File: src/rtl/ptw_pkg.sv
package ptw_pkg;

    typedef enum logic [2:0] {
        S_IDLE,
        S_READ_DIR,
        S_READ_TBL,
        S_WRITEBACK,
        S_DONE,
        S_FAULT
    } walk_state_e;

    localparam int PRESENT_BIT  = 0;
    localparam int ACCESSED_BIT = 5;
    localparam int DIRTY_BIT    = 6;

endpackage

File: src/rtl/ptw_entry_addr.sv
module ptw_entry_addr #(
    parameter int ADDR_W        = 32,
    parameter int OFFSET_W      = 12,
    parameter int IDX_W         = 10,
    parameter int ENTRY_SZ_LOG2 = 2
) (
    input  logic [ADDR_W-1:0]          dir_base_i,
    input  logic [IDX_W-1:0]           dir_idx_i,
    input  logic [IDX_W-1:0]           tbl_idx_i,
    input  logic [ADDR_W-OFFSET_W-1:0] tbl_frame_i,
    output logic [ADDR_W-1:0]          dir_addr_o,
    output logic [ADDR_W-1:0]          tbl_addr_o
);
    localparam int PAD_W = ADDR_W - IDX_W - ENTRY_SZ_LOG2;

    logic [ADDR_W-1:0] dir_off;
    logic [ADDR_W-1:0] tbl_off;

    // index scaled by the entry size
    assign dir_off    = {{PAD_W{1'b0}}, dir_idx_i, {ENTRY_SZ_LOG2{1'b0}}};
    assign tbl_off    = {{PAD_W{1'b0}}, tbl_idx_i, {ENTRY_SZ_LOG2{1'b0}}};
    assign dir_addr_o = dir_base_i + dir_off;
    assign tbl_addr_o = {tbl_frame_i, {OFFSET_W{1'b0}}} + tbl_off;

endmodule

File: src/rtl/ptw_entry_update.sv
module ptw_entry_update
    import ptw_pkg::*;
#(
    parameter int ENTRY_W = 32
) (
    input  logic [ENTRY_W-1:0] entry_i,
    input  logic               final_i,
    input  logic               write_i,
    output logic [ENTRY_W-1:0] entry_o,
    output logic               present_o,
    output logic               wb_o
);
    always_comb begin
        entry_o               = entry_i;
        entry_o[ACCESSED_BIT] = 1'b1;
        if (final_i && write_i) begin
            entry_o[DIRTY_BIT] = 1'b1;
        end
    end

    assign present_o = entry_i[PRESENT_BIT];
    assign wb_o      = present_o && (entry_o != entry_i);

endmodule

File: src/rtl/ptw_flush_pulse.sv
module ptw_flush_pulse (
    input  logic clk,
    input  logic rst_n,
    input  logic strobe_i,
    output logic flush_o
);
    logic strobe_q;

    always_ff @(posedge clk) begin
        if (!rst_n) begin
            strobe_q <= 1'b0;
            flush_o  <= 1'b0;
        end else begin
            strobe_q <= strobe_i;
            flush_o  <= strobe_i && !strobe_q;
        end
    end

    // a pulse never lasts past one cycle
    p_flush_single_r8: assert property (@(posedge clk) disable iff (!rst_n)
        flush_o |=> !flush_o);

    // a new strobe edge is answered on the next cycle
    p_flush_follows_r8: assert property (@(posedge clk) disable iff (!rst_n)
        $rose(strobe_i) |=> flush_o);

endmodule

File: src/rtl/ptw_walker.sv
module ptw_walker
    import ptw_pkg::*;
#(
    parameter int ADDR_W        = 32,
    parameter int OFFSET_W      = 12,
    parameter int IDX_W         = 10,
    parameter int ENTRY_SZ_LOG2 = 2
) (
    input  logic              clk,
    input  logic              rst_n,
    input  logic              paging_en,
    input  logic [ADDR_W-1:0] dir_base,
    input  logic              req_valid,
    output logic              req_ready,
    input  logic [ADDR_W-1:0] req_lin_addr,
    input  logic              req_is_write,
    output logic              rsp_valid,
    output logic [ADDR_W-1:0] rsp_phys_addr,
    output logic              fault_valid,
    output logic [ADDR_W-1:0] fault_lin_addr,
    output logic              mem_req,
    output logic              mem_we,
    output logic [ADDR_W-1:0] mem_addr,
    output logic [ADDR_W-1:0] mem_wdata,
    input  logic              mem_ack,
    input  logic [ADDR_W-1:0] mem_rdata,
    input  logic              entry_upd_strobe,
    output logic              tlb_flush
);
    localparam int FRAME_W = ADDR_W - OFFSET_W;
    localparam int DIR_LSB = OFFSET_W + IDX_W;
    localparam int PAD_W   = ADDR_W - IDX_W - ENTRY_SZ_LOG2;

    walk_state_e         state_q, state_d;
    logic [ADDR_W-1:0]   lin_q;
    logic                wr_q;
    logic [FRAME_W-1:0]  tbl_frame_q;
    logic [ADDR_W-1:0]   ent_addr_q;
    logic [ADDR_W-1:0]   wb_data_q;
    logic                wb_last_q;
    logic [ADDR_W-1:0]   phys_q;

    logic [ADDR_W-1:0]   dir_addr;
    logic [ADDR_W-1:0]   tbl_addr;
    logic [ADDR_W-1:0]   ent_new;
    logic                ent_present;
    logic                ent_wb;
    logic                accept;

    assign accept = (state_q == S_IDLE) && req_valid;

    ptw_entry_addr #(
        .ADDR_W        (ADDR_W),
        .OFFSET_W      (OFFSET_W),
        .IDX_W         (IDX_W),
        .ENTRY_SZ_LOG2 (ENTRY_SZ_LOG2)
    ) u_addr (
        .dir_base_i  (dir_base),
        .dir_idx_i   (lin_q[ADDR_W-1:DIR_LSB]),
        .tbl_idx_i   (lin_q[DIR_LSB-1:OFFSET_W]),
        .tbl_frame_i (tbl_frame_q),
        .dir_addr_o  (dir_addr),
        .tbl_addr_o  (tbl_addr)
    );

    ptw_entry_update #(
        .ENTRY_W (ADDR_W)
    ) u_update (
        .entry_i   (mem_rdata),
        .final_i   (state_q == S_READ_TBL),
        .write_i   (wr_q),
        .entry_o   (ent_new),
        .present_o (ent_present),
        .wb_o      (ent_wb)
    );

    ptw_flush_pulse u_flush (
        .clk      (clk),
        .rst_n    (rst_n),
        .strobe_i (entry_upd_strobe),
        .flush_o  (tlb_flush)
    );

    // next-state selection
    always_comb begin
        state_d = state_q;
        unique case (state_q)
            S_IDLE: begin
                if (req_valid) state_d = paging_en ? S_READ_DIR : S_DONE;
            end
            S_READ_DIR: begin
                if (mem_ack) begin
                    if (!ent_present)  state_d = S_FAULT;
                    else if (ent_wb)   state_d = S_WRITEBACK;
                    else               state_d = S_READ_TBL;
                end
            end
            S_READ_TBL: begin
                if (mem_ack) begin
                    if (!ent_present)  state_d = S_FAULT;
                    else if (ent_wb)   state_d = S_WRITEBACK;
                    else               state_d = S_DONE;
                end
            end
            S_WRITEBACK: begin
                if (mem_ack) state_d = wb_last_q ? S_DONE : S_READ_TBL;
            end
            S_DONE:  state_d = S_IDLE;
            S_FAULT: state_d = S_IDLE;
            default: state_d = S_IDLE;
        endcase
    end

    // state register and walk datapath
    always_ff @(posedge clk) begin
        if (!rst_n) begin
            state_q     <= S_IDLE;
            lin_q       <= '0;
            wr_q        <= 1'b0;
            tbl_frame_q <= '0;
            ent_addr_q  <= '0;
            wb_data_q   <= '0;
            wb_last_q   <= 1'b0;
            phys_q      <= '0;
        end else begin
            state_q <= state_d;
            if (accept) begin
                lin_q  <= req_lin_addr;
                wr_q   <= req_is_write;
                phys_q <= req_lin_addr;
            end
            if (state_q == S_READ_DIR && mem_ack) begin
                tbl_frame_q <= mem_rdata[ADDR_W-1:OFFSET_W];
                ent_addr_q  <= dir_addr;
                wb_data_q   <= ent_new;
                wb_last_q   <= 1'b0;
            end
            if (state_q == S_READ_TBL && mem_ack) begin
                ent_addr_q <= tbl_addr;
                wb_data_q  <= ent_new;
                wb_last_q  <= 1'b1;
                phys_q     <= {mem_rdata[ADDR_W-1:OFFSET_W], lin_q[OFFSET_W-1:0]};
            end
        end
    end

    // outputs decoded from the state
    always_comb begin
        req_ready      = (state_q == S_IDLE);
        rsp_valid      = (state_q == S_DONE);
        rsp_phys_addr  = phys_q;
        fault_valid    = (state_q == S_FAULT);
        fault_lin_addr = lin_q;
        mem_req        = 1'b0;
        mem_we         = 1'b0;
        mem_addr       = ent_addr_q;
        mem_wdata      = wb_data_q;
        unique case (state_q)
            S_READ_DIR: begin
                mem_req  = 1'b1;
                mem_addr = dir_addr;
            end
            S_READ_TBL: begin
                mem_req  = 1'b1;
                mem_addr = tbl_addr;
            end
            S_WRITEBACK: begin
                mem_req = 1'b1;
                mem_we  = 1'b1;
            end
            default: ;
        endcase
    end

    // bypass answers on the next cycle with the untouched address
    p_bypass_r1: assert property (@(posedge clk) disable iff (!rst_n)
        (req_valid && req_ready && !paging_en) |=>
            (rsp_valid && !mem_req && rsp_phys_addr == $past(req_lin_addr)));

    // a walk opens with a directory read
    p_dir_first_r2: assert property (@(posedge clk) disable iff (!rst_n)
        (req_valid && req_ready && paging_en) |=>
            (mem_req && !mem_we && mem_addr == $past(dir_base) +
             {{PAD_W{1'b0}}, $past(req_lin_addr[ADDR_W-1:DIR_LSB]), {ENTRY_SZ_LOG2{1'b0}}}));

    // a fault indication lasts one cycle and the block is idle next
    p_fault_pulse_r5: assert property (@(posedge clk) disable iff (!rst_n)
        fault_valid |=> (!fault_valid && req_ready));

    // the response indication lasts one cycle
    p_rsp_pulse_r4: assert property (@(posedge clk) disable iff (!rst_n)
        rsp_valid |=> !rsp_valid);

    // every write-back carries present and accessed set
    p_wb_accessed_r6: assert property (@(posedge clk) disable iff (!rst_n)
        (mem_req && mem_we) |-> (mem_wdata[ACCESSED_BIT] && mem_wdata[PRESENT_BIT]));

    // an unacknowledged memory request holds still
    p_mem_hold_r9: assert property (@(posedge clk) disable iff (!rst_n)
        (mem_req && !mem_ack) |=>
            (mem_req && $stable(mem_addr) && $stable(mem_we) && $stable(mem_wdata)));

endmodule

File: config.mk
export PLATFORM = sky130hd
export DESIGN_NAME = ptw_walker
export DESIGN_NICKNAME = d
export VERILOG_FILES = /design/src/rtl/ptw_pkg.sv /design/src/rtl/ptw_entry_addr.sv /design/src/rtl/ptw_entry_update.sv /design/src/rtl/ptw_flush_pulse.sv /design/src/rtl/ptw_walker.sv
export SDC_FILE = /design/constraint.sdc
export NUM_CORES = 1
export LEC_CHECK = 0
export ABC_AREA = 0
export BUFFER_PORTS_ARGS = -buffer_cell sky130_fd_sc_hd__buf_2
export CAP_MARGIN = 0
export CORE_MARGIN = 3
export CORE_UTILIZATION = 32
export DETAILED_ROUTE_END_ITERATION = 6
export PLACE_DENSITY_LB_ADDON = 0.05
export SLEW_MARGIN = 0
export SYNTH_ARGS = -nofsm -noshare
export SYNTH_HDL_FRONTEND = slang
export SYNTH_SLANG_ARGS = --single-unit
File: constraint.sdc
create_clock -name clk -period 4 [get_ports clk]
set_input_delay 0.4 -clock clk [delete_from_list [all_inputs] [get_ports clk]]
set_output_delay 0.4 -clock clk [all_outputs]
set_load 0.02 [all_outputs]
### Yosys cells after proc, flatten, opt, wreduce, memory -nomap -nowiden

Index checks and enable logic that the tools add are counted.

| operators by class | value |
|---|---|
| equality and inequality tests | 10 |
| $add $sub $neg | 2 |
| muxes and demuxes | 23 |
| reduce and logical (&&, ||, !) cells | 12 |

Operator list:

| kind | number |
|---|---|
| 32-bit two-way mux | 6 |
| 32-bit by 12-bit adder with 32-bit output | 2 |
| 32-bit one-hot mux with 2 select lines | 1 |
| 3-bit two-way mux | 9 |
| 3-bit one-hot mux with 4 select lines | 1 |
| 2-bit inequality test, second input constant | 4 |
| 3-bit by 2-bit equality test with 1-bit output, second input constant | 2 |
| 3-bit equality test, second input constant | 2 |
| 1-bit logical AND | 6 |
| 1-bit two-way mux | 6 |
| 4-bit AND reduction | 1 |
| 2-bit nonzero test | 2 |
| 3-bit by 1-bit equality test with 1-bit output, second input constant | 1 |
| 3-bit logical NOT | 1 |
| 3-bit OR reduction | 1 |
| 2-bit inequality test | 1 |
| 1-bit logical NOT | 1 |

| storage, ports and cells | value |
|---|---|
| input port bits | 103 |
| output and inout bits | 134 |
| register bits | 155 |

### Logic depth before layout (Yosys ltp)

| logic depth | value |
|---|---|
| depth in word-level cells | 9 |
| mapped depth | 11 |
| depth with buffers taken out | 10 |

### Modules after synthesis

Synthesis repeated with hierarchy kept, for this count alone.

| second synthesis, totals | value |
|---|---|
| cells, all modules | 997 |
| area, all modules | 7747.4 um^2 |

By module, submodules not included:

| module | cells each | times used | area an instance (um^2) |
|---|---|---|---|
| ptw_walker | 803 | 1 | 6301.0 |
| ptw_entry_addr | 154 | 1 | 1123.6 |
| ptw_entry_update | 36 | 1 | 267.8 |
| ptw_flush_pulse | 4 | 1 | 55.1 |

### Least setup slack after synthesis

No wires, ideal clock.

| path | value |
|---|---|
| kind | register -> output |
| from | register lin_q[22] (netlist: fault_lin_addr[22]) |
| to | output port mem_addr[30] |
| slack | 0.963 ns |
| buffers on the path | 1 |
| arrival | 2.637 ns |
| stages on the path, launching flop included | 12 |
| cell sequence | dfxtp_1 -> ha_1 -> inv_1 -> fa_1 -> nor2b_4 -> o211ai_1 -> and3b_1 -> o21a_1 -> buf_6 -> nor4_2 -> nor2_1 -> o21ai_0 |

| between the ends | value |
|---|---|
| cells in the longest elaborated chain, start to end | 2 |

Ends and longest elaborated chain:

| what | line | text |
|---|---|---|
| start, declared | ptw_walker.sv:35 | `logic [ADDR_W-1:0] lin_q;` |
| start signal, assigned | ptw_walker.sv:128 | `lin_q <= req_lin_addr;` |
| 32-bit by 12-bit adder with 32-bit output | ptw_entry_addr.sv:22 | `assign dir_addr_o = dir_base_i + dir_off;` |
| 32-bit one-hot mux with 2 select lines | ptw_walker.sv:158 | `unique case (state_q)` |
| end, declared | ptw_walker.sv:23 | `output logic [ADDR_W-1:0] mem_addr,` |

Every way passes these cells.

### Worst setup path after layout

Same ends and word-level chain as after synthesis.

==> impl_metrics.env <==
export IMPL_status="finished, final reports clean"
export IMPL_p_leak_nw=3.88
export IMPL_grt_overflow=0
export IMPL_yosysUniqueCellTypes=67
export IMPL_netlist_area_um2=7230
export IMPL_synth_edf_count=0
export IMPL_final_cell_mix="274 x nand2_1, 236 x buf_2, 155 x dfxtp_1"
export IMPL_power_density_nw_per_um2=451
export IMPL_finalSetupViolCount=0
export IMPL_ir_drop_uv=247
export IMPL_diodes=0
export IMPL_dr_pass1_iters=5
export IMPL_hp_class="in -> reg"
export IMPL_via_per_inst=5.05
export IMPL_grt_use_total_pct=21.1
export IMPL_post_drt_wl_per_cell_um=18.7
export IMPL_ys_flop_type="dfxtp_1"
export IMPL_place_area_um2=8480
export IMPL_routed_wirelength_mm=26.1
export IMPL_switching_share_pct=32.0
export IMPL_nets=1220
export IMPL_path_buf_inv=2
export IMPL_max_stage_delay_ns=0.43
export IMPL_internal_power_mw=2.79
export IMPL_fillers=2352
export IMPL_ctsResizeCount=0
export IMPL_io_buffers=236
export IMPL_period_needed_ns=3.50
export IMPL_rsz0062_at_grt="no"
export IMPL_syn_inst=914
export IMPL_critPathKind="reg -> out"
export IMPL_end_kind="output port"
export IMPL_vias=7061
export IMPL_synth_top_area_cell="dfxtp_1"
export IMPL_dieHeight_um=156
export IMPL_preCtsSetupSlack_ns=0.789
export IMPL_fin_hold_ws_ns=0.203
export IMPL_drv_cap=0
export IMPL_hold_viol=0
export IMPL_finalWorstSetupSlack_ns=0.497
export IMPL_slew_limit_headroom_pct=29.5
export IMPL_clock_sinks=155
export IMPL_grt_first_pass_wirelength_mm=40.0
export IMPL_comb_power_share_pct=17.9
export IMPL_synth_area_leaders="dfxtp_1 43%, nand2_1 14%, a21oi_1 6.5%, a22oi_1 4.9%, a31oi_1 3.1%"
export IMPL_total_power_mw=4.10
export IMPL_postCtsHoldBufs=0
export IMPL_drc_errors=0
export IMPL_finalClockSkew_ns=0.00886
export IMPL_instances_no_fill=1399
export IMPL_post_synth_cell_area_avg_um2=7.91
export IMPL_cts_tree="built"
export IMPL_die_area_um2=24400
export IMPL_row_count=54
export IMPL_cts_setup_buffers=0
export IMPL_crit_required_ns=3.60
export IMPL_grt_max_degree=64
export IMPL_clockBufferDepth=2
export IMPL_ys_seq_area_share_pct=42.9
export IMPL_power_frac_clock_pct=40.9
export IMPL_drtAntennaViolNets=0
export IMPL_setup_tns_ns=0
export IMPL_antenna_found_initial=1
export IMPL_cp_arrival_ns=3.10
export IMPL_syn2layout_area_growth_pct=25.7
export IMPL_fin_crit_sh_pct=87.6
export IMPL_start_kind="flop"
export IMPL_crit_family="simple AND/OR/NAND/NOR gates"
export IMPL_async_flop_share_pct=0
export IMPL_utilization_pct=41.3
export IMPL_die_width_um=156
export IMPL_io_pins=237
export IMPL_htree_levels=4
export IMPL_place_congestion=0.829
export IMPL_final_common_cell="nand2_1"
export IMPL_cts_buffers=17
export IMPL_seqPwrFrac_pct=41.2
export IMPL_yosys_area_top_type_share_pct=42.9
export IMPL_switchingPower_mw=1.31
export IMPL_critPathMaxFanout=10
export IMPL_synth_fp_nets=1028
export IMPL_drt_iter0_drc=432
export IMPL_ys_ff_latch=155
export IMPL_cts_root_buf="clkbuf_16"
export IMPL_critical_path_cell_chain="ha_1, inv_1, fa_1, nor2b_4, o211ai_1, and3b_1, o21a_1, nor4_2, nor2_1, o21ai_0, buf_2"
export IMPL_yosysWarningCount=0
export IMPL_design_area_um2=9090
export IMPL_slowest_stage="fa_1"
export IMPL_clock_fmax_mhz=285
export IMPL_drive_gt1_share_pct=27.4
export IMPL_core_um2=22000
export IMPL_slew_viol_final=0
export IMPL_grt_pass1_vias=6909
export IMPL_clk_latency_ns=0.42
export IMPL_post_dp_hpwl_mm=18.8
export IMPL_clk_pin_slew_worst_paths_ns=0.07
export IMPL_max_slew_worst_pin_slew_ns=1.05
export IMPL_r2r_setup_slack_ns=1.36
export IMPL_start_util_pct=32.8
export IMPL_dp_cells=1367
-- registers in the layout, summed over array words and instances (netlist names) --
name              count
state_q               3
rsp_phys_addr        32
ent_addr_q           32
wr_q                  1
tbl_frame_q          20
u_flush.strobe_q      1
u_flush.flush_o       1
mem_wdata            32
fault_lin_addr       32
wb_last_q             1
-- synthesized netlist by cell type, types with 8 or more instances --
cell        n
dfxtp_1   155
o21ai_0    29
nand2_1   275
and2_1      8
o21ai_1     9
clkbuf_1   38
xor2_1     14
buf_4      10
o22ai_1    14
ha_1       10
a31oi_1    36
buf_2      21
nand3_1    11
xnor2_1    10
nor2_1     34
a22oi_1    47
a21oi_1    94
-- cell families (layout without fill, tap and decap cells) --
group,after synthesis,after routing,share of synthesized area (%)
AOI/OAI and AO/OA,267,267,22.8
DFF,155,155,42.9
buffers and inverters,85,290,6.18
muxes,4,4,0.554
xor gates and xnor gates,24,24,2.91
adders and majority gates,11,11,2.01
and+or+nand+nor,368,368,22.6
-- final cells by class --
cell class                 count  area, um^2  share of cell area (%)
timing repair buffer         250        1300                    14.3
clock buffer                  18         439                    4.83
inverter                       8        32.5                   0.358
clock inverter                14         166                    1.83
tap                          280         350                    3.86
multi-input combinational    674        3700                    40.7
sequential                   155        3100                    34.1
-- metal layers --
| metal | track usage (%) | wire, um | vias up |
|---|---|---|---|
| met5 | 0 | 7 | - |
| met4 | 4.75 | 275 | 2 |
| met3 | 5.59 | 1870 | 16 |
| met2 | 33.5 | 11900 | 210 |
| met1 | 28.8 | 12000 | 3286 |
| li1 | - | - | 3547 |
-- path summary, 6_finish.rpt --
check                          start         endpoint  cells after the start
setup reg to reg  fault_lin_addr[22]   ent_addr_q[30]                     10
hold / removal          mem_rdata[9]     mem_wdata[9]                      3
setup / recovery  fault_lin_addr[22]     mem_addr[30]                     11
hold reg to reg     u_flush.strobe_q  u_flush.flush_o                      1
-- tightest hold or removal path: stages --
cell     delay (ns)
buf_2          0.09
nand2_1        0.04
a21oi_1        0.05
-- power groups by stage --
stage | clock, mW | combinational, mW | sequential, mW
after floorplan | 0 | 0.409 | 1.77
after global placement | 0 | 0.743 | 1.72
after detailed placement | 0 | 0.743 | 1.72
after CTS | 1.72 | 0.744 | 1.69
after global routing | 1.78 | 0.807 | 1.70
final | 1.68 | 0.735 | 1.69
Note: power is estimated with default switching activity, not from simulation.
